[src/rtl/scl_pacer_pkg.sv]
package scl_pacer_pkg;

  typedef enum logic [2:0] {
    PH_IDLE      = 3'd0,
    PH_LOW_WAIT  = 3'd1,
    PH_LOW_CNT   = 3'd2,
    PH_REL_WAIT  = 3'd3,
    PH_HIGH_CNT  = 3'd4
  } phase_e;

  localparam int unsigned ARITH_W = 16;

  // A phase programmed with value n ends on the cycle whose count equals n.
  function automatic logic count_hit(input logic [ARITH_W-1:0] cnt,
                                     input logic [ARITH_W-1:0] lim);
    return cnt == lim;
  endfunction

  function automatic logic [ARITH_W-1:0] count_step(input logic [ARITH_W-1:0] cnt);
    return cnt + 1'b1;
  endfunction

  function automatic logic is_pull_phase(input phase_e ph);
    return (ph == PH_LOW_WAIT) || (ph == PH_LOW_CNT);
  endfunction

endpackage

[src/rtl/scl_sync2.sv]
module scl_sync2 #(
  parameter int unsigned STAGES    = 2,
  parameter bit          IDLE_LVL  = 1'b1
) (
  input  logic clk,
  input  logic rst_n,
  input  logic d_async,
  output logic q_sync
);
  logic [STAGES-1:0] chain;

  generate
    for (genvar i = 0; i < STAGES; i++) begin : g_stage
      if (i == 0) begin : g_first
        always_ff @(posedge clk or negedge rst_n) begin
          if (!rst_n) chain[0] <= IDLE_LVL;
          else        chain[0] <= d_async;
        end
      end else begin : g_next
        always_ff @(posedge clk or negedge rst_n) begin
          if (!rst_n) chain[i] <= IDLE_LVL;
          else        chain[i] <= chain[i-1];
        end
      end
    end
  endgenerate

  assign q_sync = chain[STAGES-1];
endmodule

[src/rtl/scl_phase_ctr.sv]
module scl_phase_ctr
  import scl_pacer_pkg::*;
#(
  parameter int unsigned CNT_W = 8
) (
  input  logic             clk,
  input  logic             rst_n,
  input  logic             clr,
  input  logic             inc,
  input  logic [CNT_W-1:0] lim,
  output logic [CNT_W-1:0] value,
  output logic             hit
);
  localparam int unsigned PADW = ARITH_W - CNT_W;

  logic [ARITH_W-1:0] wide_val;
  logic [ARITH_W-1:0] wide_lim;
  logic [ARITH_W-1:0] wide_nxt;

  assign wide_val = {{PADW{1'b0}}, value};
  assign wide_lim = {{PADW{1'b0}}, lim};
  assign wide_nxt = count_step(wide_val);
  assign hit      = count_hit(wide_val, wide_lim);

  always_ff @(posedge clk or negedge rst_n) begin
    if (!rst_n)   value <= '0;
    else if (clr) value <= '0;
    else if (inc) value <= wide_nxt[CNT_W-1:0];
  end
endmodule

[src/rtl/scl_phase_fsm.sv]
module scl_phase_fsm
  import scl_pacer_pkg::*;
(
  input  logic   clk,
  input  logic   rst_n,
  input  logic   en,
  input  logic   sensed_hi,
  input  logic   low_hit,
  input  logic   high_hit,
  output phase_e phase,
  output logic   ctr_clr,
  output logic   ctr_inc,
  output logic   rise_p,
  output logic   fall_p
);
  phase_e phase_nxt;
  logic   enter_low;
  logic   enter_high;

  always_comb begin
    phase_nxt = phase;
    unique case (phase)
      PH_IDLE:     if (en)         phase_nxt = PH_LOW_WAIT;
      PH_LOW_WAIT: if (!sensed_hi) phase_nxt = PH_LOW_CNT;
      PH_LOW_CNT:  if (low_hit)    phase_nxt = PH_REL_WAIT;
      PH_REL_WAIT: if (sensed_hi)  phase_nxt = PH_HIGH_CNT;
      PH_HIGH_CNT: if (high_hit)   phase_nxt = PH_LOW_WAIT;
      default:                     phase_nxt = PH_IDLE;
    endcase
    if (!en) phase_nxt = PH_IDLE;
  end

  assign enter_low  = (phase_nxt == PH_LOW_WAIT) && (phase != PH_LOW_WAIT);
  assign enter_high = (phase_nxt == PH_HIGH_CNT) && (phase == PH_REL_WAIT);
  assign ctr_clr    = (phase_nxt != phase);
  assign ctr_inc    = (phase == PH_LOW_CNT) || (phase == PH_HIGH_CNT);

  always_ff @(posedge clk or negedge rst_n) begin
    if (!rst_n) begin
      phase  <= PH_IDLE;
      rise_p <= 1'b0;
      fall_p <= 1'b0;
    end else begin
      phase  <= phase_nxt;
      rise_p <= enter_high;
      fall_p <= enter_low;
    end
  end

  AST_LOW_WAITS_FOR_LEVEL: assert property (@(posedge clk) disable iff (!rst_n)
    (phase == PH_LOW_WAIT && sensed_hi) |=> (phase != PH_LOW_CNT));
  AST_HIGH_WAITS_FOR_LEVEL: assert property (@(posedge clk) disable iff (!rst_n)
    (phase == PH_REL_WAIT && !sensed_hi) |=> (phase != PH_HIGH_CNT));
  AST_DISABLE_TO_IDLE: assert property (@(posedge clk) disable iff (!rst_n)
    !en |=> (phase == PH_IDLE));
  AST_STROBES_APART: assert property (@(posedge clk) disable iff (!rst_n)
    !(rise_p && fall_p));
  AST_RISE_ONE_CYCLE: assert property (@(posedge clk) disable iff (!rst_n)
    rise_p |=> !rise_p);
endmodule

[src/rtl/scl_pacer.sv]
module scl_pacer
  import scl_pacer_pkg::*;
#(
  parameter int unsigned CNT_W       = 8,
  parameter int unsigned SYNC_STAGES = 2
) (
  input  logic             clk,
  input  logic             rst_n,
  input  logic             en,
  input  logic [CNT_W-1:0] low_cnt,
  input  logic [CNT_W-1:0] high_cnt,
  input  logic             scl_in,
  output logic             scl_drive_low,
  output logic             rise_strobe,
  output logic             fall_strobe,
  output logic             stretch_hold
);
  phase_e           phase;
  logic             sensed_hi;
  logic             ctr_clr;
  logic             ctr_inc;
  logic [CNT_W-1:0] ctr_value;
  logic [CNT_W-1:0] active_lim;
  logic             ctr_hit;
  logic             low_hit;
  logic             high_hit;

  scl_sync2 #(.STAGES(SYNC_STAGES), .IDLE_LVL(1'b1)) u_sync (
    .clk     (clk),
    .rst_n   (rst_n),
    .d_async (scl_in),
    .q_sync  (sensed_hi)
  );

  // One counter serves both phases; the limit follows the phase.
  assign active_lim = (phase == PH_HIGH_CNT) ? high_cnt : low_cnt;

  scl_phase_ctr #(.CNT_W(CNT_W)) u_ctr (
    .clk   (clk),
    .rst_n (rst_n),
    .clr   (ctr_clr),
    .inc   (ctr_inc),
    .lim   (active_lim),
    .value (ctr_value),
    .hit   (ctr_hit)
  );

  assign low_hit  = ctr_hit && (phase == PH_LOW_CNT);
  assign high_hit = ctr_hit && (phase == PH_HIGH_CNT);

  scl_phase_fsm u_fsm (
    .clk       (clk),
    .rst_n     (rst_n),
    .en        (en),
    .sensed_hi (sensed_hi),
    .low_hit   (low_hit),
    .high_hit  (high_hit),
    .phase     (phase),
    .ctr_clr   (ctr_clr),
    .ctr_inc   (ctr_inc),
    .rise_p    (rise_strobe),
    .fall_p    (fall_strobe)
  );

  assign scl_drive_low = en && is_pull_phase(phase);
  assign stretch_hold  = en && (phase == PH_REL_WAIT) && !sensed_hi;

  AST_RELEASE_AFTER_LOW: assert property (@(posedge clk) disable iff (!rst_n)
    (low_hit && en) |=> !scl_drive_low);
  AST_NO_COUNT_WHILE_HELD: assert property (@(posedge clk) disable iff (!rst_n)
    stretch_hold |-> (ctr_value == '0));
  AST_HOLD_NOT_PULLING: assert property (@(posedge clk) disable iff (!rst_n)
    !(stretch_hold && scl_drive_low));
  AST_FALL_STARTS_PULL: assert property (@(posedge clk) disable iff (!rst_n)
    (fall_strobe && en) |-> scl_drive_low);
  always_comb begin
    if (!en) AST_DISABLE_RELEASES: assert (!scl_drive_low);
  end
endmodule

[config.mk]
export PLATFORM = sky130hd
export DESIGN_NAME = scl_pacer
export DESIGN_NICKNAME = d
export VERILOG_FILES = /design/src/rtl/scl_pacer_pkg.sv /design/src/rtl/scl_sync2.sv /design/src/rtl/scl_phase_ctr.sv /design/src/rtl/scl_phase_fsm.sv /design/src/rtl/scl_pacer.sv
export SDC_FILE = /design/constraint.sdc
export NUM_CORES = 1
export LEC_CHECK = 0
export ABC_CLOCK_PERIOD_IN_PS = 3500
export BUFFER_PORTS_ARGS = -buffer_cell sky130_fd_sc_hd__buf_2
export CORE_AREA = 2 2 40 60
export DETAILED_ROUTE_END_ITERATION = 12
export DIE_AREA = 0 0 42 62
export HOLD_SLACK_MARGIN = 0.1
export PLACE_DENSITY_LB_ADDON = 0.3
export RECOVER_POWER = 100
export SLEW_MARGIN = 25
export SYNTH_ARGS = -nofsm -noshare
export SYNTH_HDL_FRONTEND = slang
export SYNTH_HIERARCHICAL = 1
export SYNTH_SLANG_ARGS = --single-unit
[constraint.sdc]
create_clock -name clk -period 3.5 [get_ports clk]
set_input_delay 0.7 -clock clk [delete_from_list [all_inputs] [get_ports clk]]
set_output_delay 0.7 -clock clk [all_outputs]
set_load 0.02 [all_outputs]
==> run metrics <==
Critical Path AT 3430 ps; gr ovfl total 0; most common cell after layout, fill and taps aside buf_2; Mapped Avg Cell Area 10.0 um^2; reg2reg start u_fsm/phase[2]; 1st-iter DRT viols 32; I/O pin count 24; kind of critical path reg2reg; clk sinks 15; busiest grt layer met2; R2R cell count 14; status finished, final reports clean; Buf/Inv on CP 1; CP startpoint kind register; Synth Register Bits 15; pre-CTS setup slack 239 ps; critical-path cell list nor3b_4 > buf_12 > mux2_2 > xnor2_1 > nand4_1 > nor2_1 > and4bb_2 > nor2b_1 > o2bb2ai_1 > nand3_1 > o21ai_1 > o2111ai_1 > or3_1 > a21oi_1; Syn Nets 121; Max clock buf depth 2; ys flop type dfrtp_1; PnR worst setup slack 278 ps; die area 0.00260 mm^2; Via density 5.46; PD cells 373 mW/mm^2; post_cts resized 0; YS warnings 6; initial core utilization 47.1%; wire per inst 13.7 um; Worst setup EP type register; initial antenna violation count 0; routability cong. 0.780; Tot GR Track Use 17.5%; fin util 54.7%; post-layout minimum cycle time 3220 ps; clk root buf clkbuf_4; crit-path max cell delay 450 ps; Max-cap violations 0; Slowest-stage cell, CP dfrtp_1; max-slew violations 0; final setup fails 0; setup TNS 0 ps; Clk Latency, worst-skew pair 290 ps; Peak VDD IR 0.206 mV; r2r endpoint u_ctr/value[7]; CP delay by family, top simple AND/OR/NAND/NOR gates; Setup Skew 0.377 ps; Clock Pin Slew Worst Setup and Hold Paths 90 ps; TritonCTS clock tree built; met3 Use GR 3.47%; worst reg2reg setup slack 280 ps; asr flop ratio synth 100%; critical path depth in cells 14; die width 42 um; DRT Pass-1 Iters 4; Seq. cell area 378 um^2; Critical Path RT 3710 ps; H-tree depth 1; leak pwr 0.484 nW; fmax 0.310 GHz; DIE HEIGHT 62 um; hold path depth 0; Post-Synthesis Cells 100; met2 Track Usage GR 33.5%; proportion of layout cells with a drive suffix above 1 33.9%; Core Area 0.00213 mm^2; Fillers 204; most frequent cells in the layout 18 x buf_2, 13 x dfrtp_1, 11 x xnor2_1, 9 x nor2_1, 8 x mux2_2; fin nets 149; Hold Vio Cnt, Final 0; CP Max Fanout 8; relative slew slack 43.8%; sequential element share of the synthesized area 37.7%; Post-synth EDFFs 0; dpl hpwl 1610 um; CTS Buf Count 3; DRC violations left 0; RSZ-0062 raised after global routing false; ANT nets after route 0; synth unique cells 36; hold crit path type reg2reg; Std-Cell Rows 21; Via Count 819; Setup crit end u_ctr/value[7]; slew at the pin closest to its max-slew limit 843 ps; first-pass GRT wire length 3360 um; Synth-to-Final Area Change 16.0%; total wire length 2060 um; Synth Cell Area 0.00100 mm^2; Port Buffers 23; vias in the first global route 799; fin crit share 92.1%; largest net degree at the start of global routing 16; # diodes 0; GRT met1 Usage 17.9%; crit path launch u_fsm/phase[2]; multi-input logic area 571 um^2
sequential cells by signal (all words and copies together) (netlist names):
name / count
u_fsm/rise_p: 1
u_fsm/phase: 3
u_fsm/fall_p: 1
u_sync/chain: 1
u_ctr/value: 8
u_sync/q_sync: 1
kinds of logic after synthesis:
group / after synthesis / share of synthesized area (%)
DFF: 15 / 37.7
adders and majority gates: 1 / 1.25
xor gates and xnor gates: 14 / 12.2
buffers and inverters: 7 / 4.24
AOI/OAI and AO/OA: 16 / 11.8
and+or+nand+nor: 38 / 22.8
muxes: 9 / 9.98
power by group:
part / internal, W / switching [W] / leakage (nW) / total [W]
Sequential: 0.000187 / 0.0000154 / 0.198 / 0.000203
Combinational: 0.0000590 / 0.0000715 / 0.268 / 0.000130
Clock: 0.0000425 / 0.0000583 / 0.0177 / 0.000101
Total: 0.000289 / 0.000145 / 0.484 / 0.000434
per-stage QoR:
| stage | hold WS, ps | instances | area (um^2) | total power (W) |
|---|---|---|---|---|
| finish | 363 | 150 | 1160 | 0.000434 |
| global route | 367 | 150 | 1160 | 0.000461 |
| CTS | 303 | 149 | 1170 | 0.000444 |
| detailed placement | 350 | 145 | 1140 | 0.000343 |
| global placement | 350 | 145 | 1140 | 0.000341 |
| floorplan | 345 | 100 | 1000 | 0.000305 |
Yosys cell counts (all sizes together), types with 2 or more instances:
cell    instances  area, um^2
and4bb          2        25.0
dfrtp          13         325
or3             3        18.8
nand4           5        31.3
o21ai           5        25.0
buf             3        26.3
xor2            3        26.3
xnor2          11        96.3
inv             3        11.3
nor2b           2        12.5
mux2            8        90.1
a21oi           5        28.8
nand2           7        26.3
nor2            9        33.8
nor3            2        10.0
dfstp           2        52.6
layout make-up:
| class | instances | area share (%) |
|---|---|---|
| clock buffer | 3 | 1.94 |
| clock inverter | 1 | 0.430 |
| inverter | 3 | 0.968 |
| multi-input combinational | 78 | 49.0 |
| sequential | 15 | 32.5 |
| tap | 23 | 2.47 |
| timing repair buffer | 27 | 12.7 |
how the worst min path moves through the flow:
stage,endpoint,slack [ps],start
3_3_place_gp,u_sync/q_sync,350,u_sync/chain[0]
4_1_cts,u_fsm/rise_p,300,rst_n
2_1_floorplan,u_sync/q_sync,350,u_sync/chain[0]
6_report,u_sync/q_sync,360,u_sync/chain[0]
5_1_grt,u_sync/q_sync,370,u_sync/chain[0]
3_5_place_dp,u_sync/q_sync,350,u_sync/chain[0]
per-layer routing:
metal	vias up	wire length, um
met5	-	0
met2	25	1130
met3	2	110
met4	0	16
met1	385	808
li1	407	-
repair_timing:
| action | CTS | global route |
|---|---|---|
| setup endpoints to repair | 0 | 2 |
| setup buffers | 0 | 1 |
| hold buffers | 0 | 0 |
(Power assumes the default switching activity.)
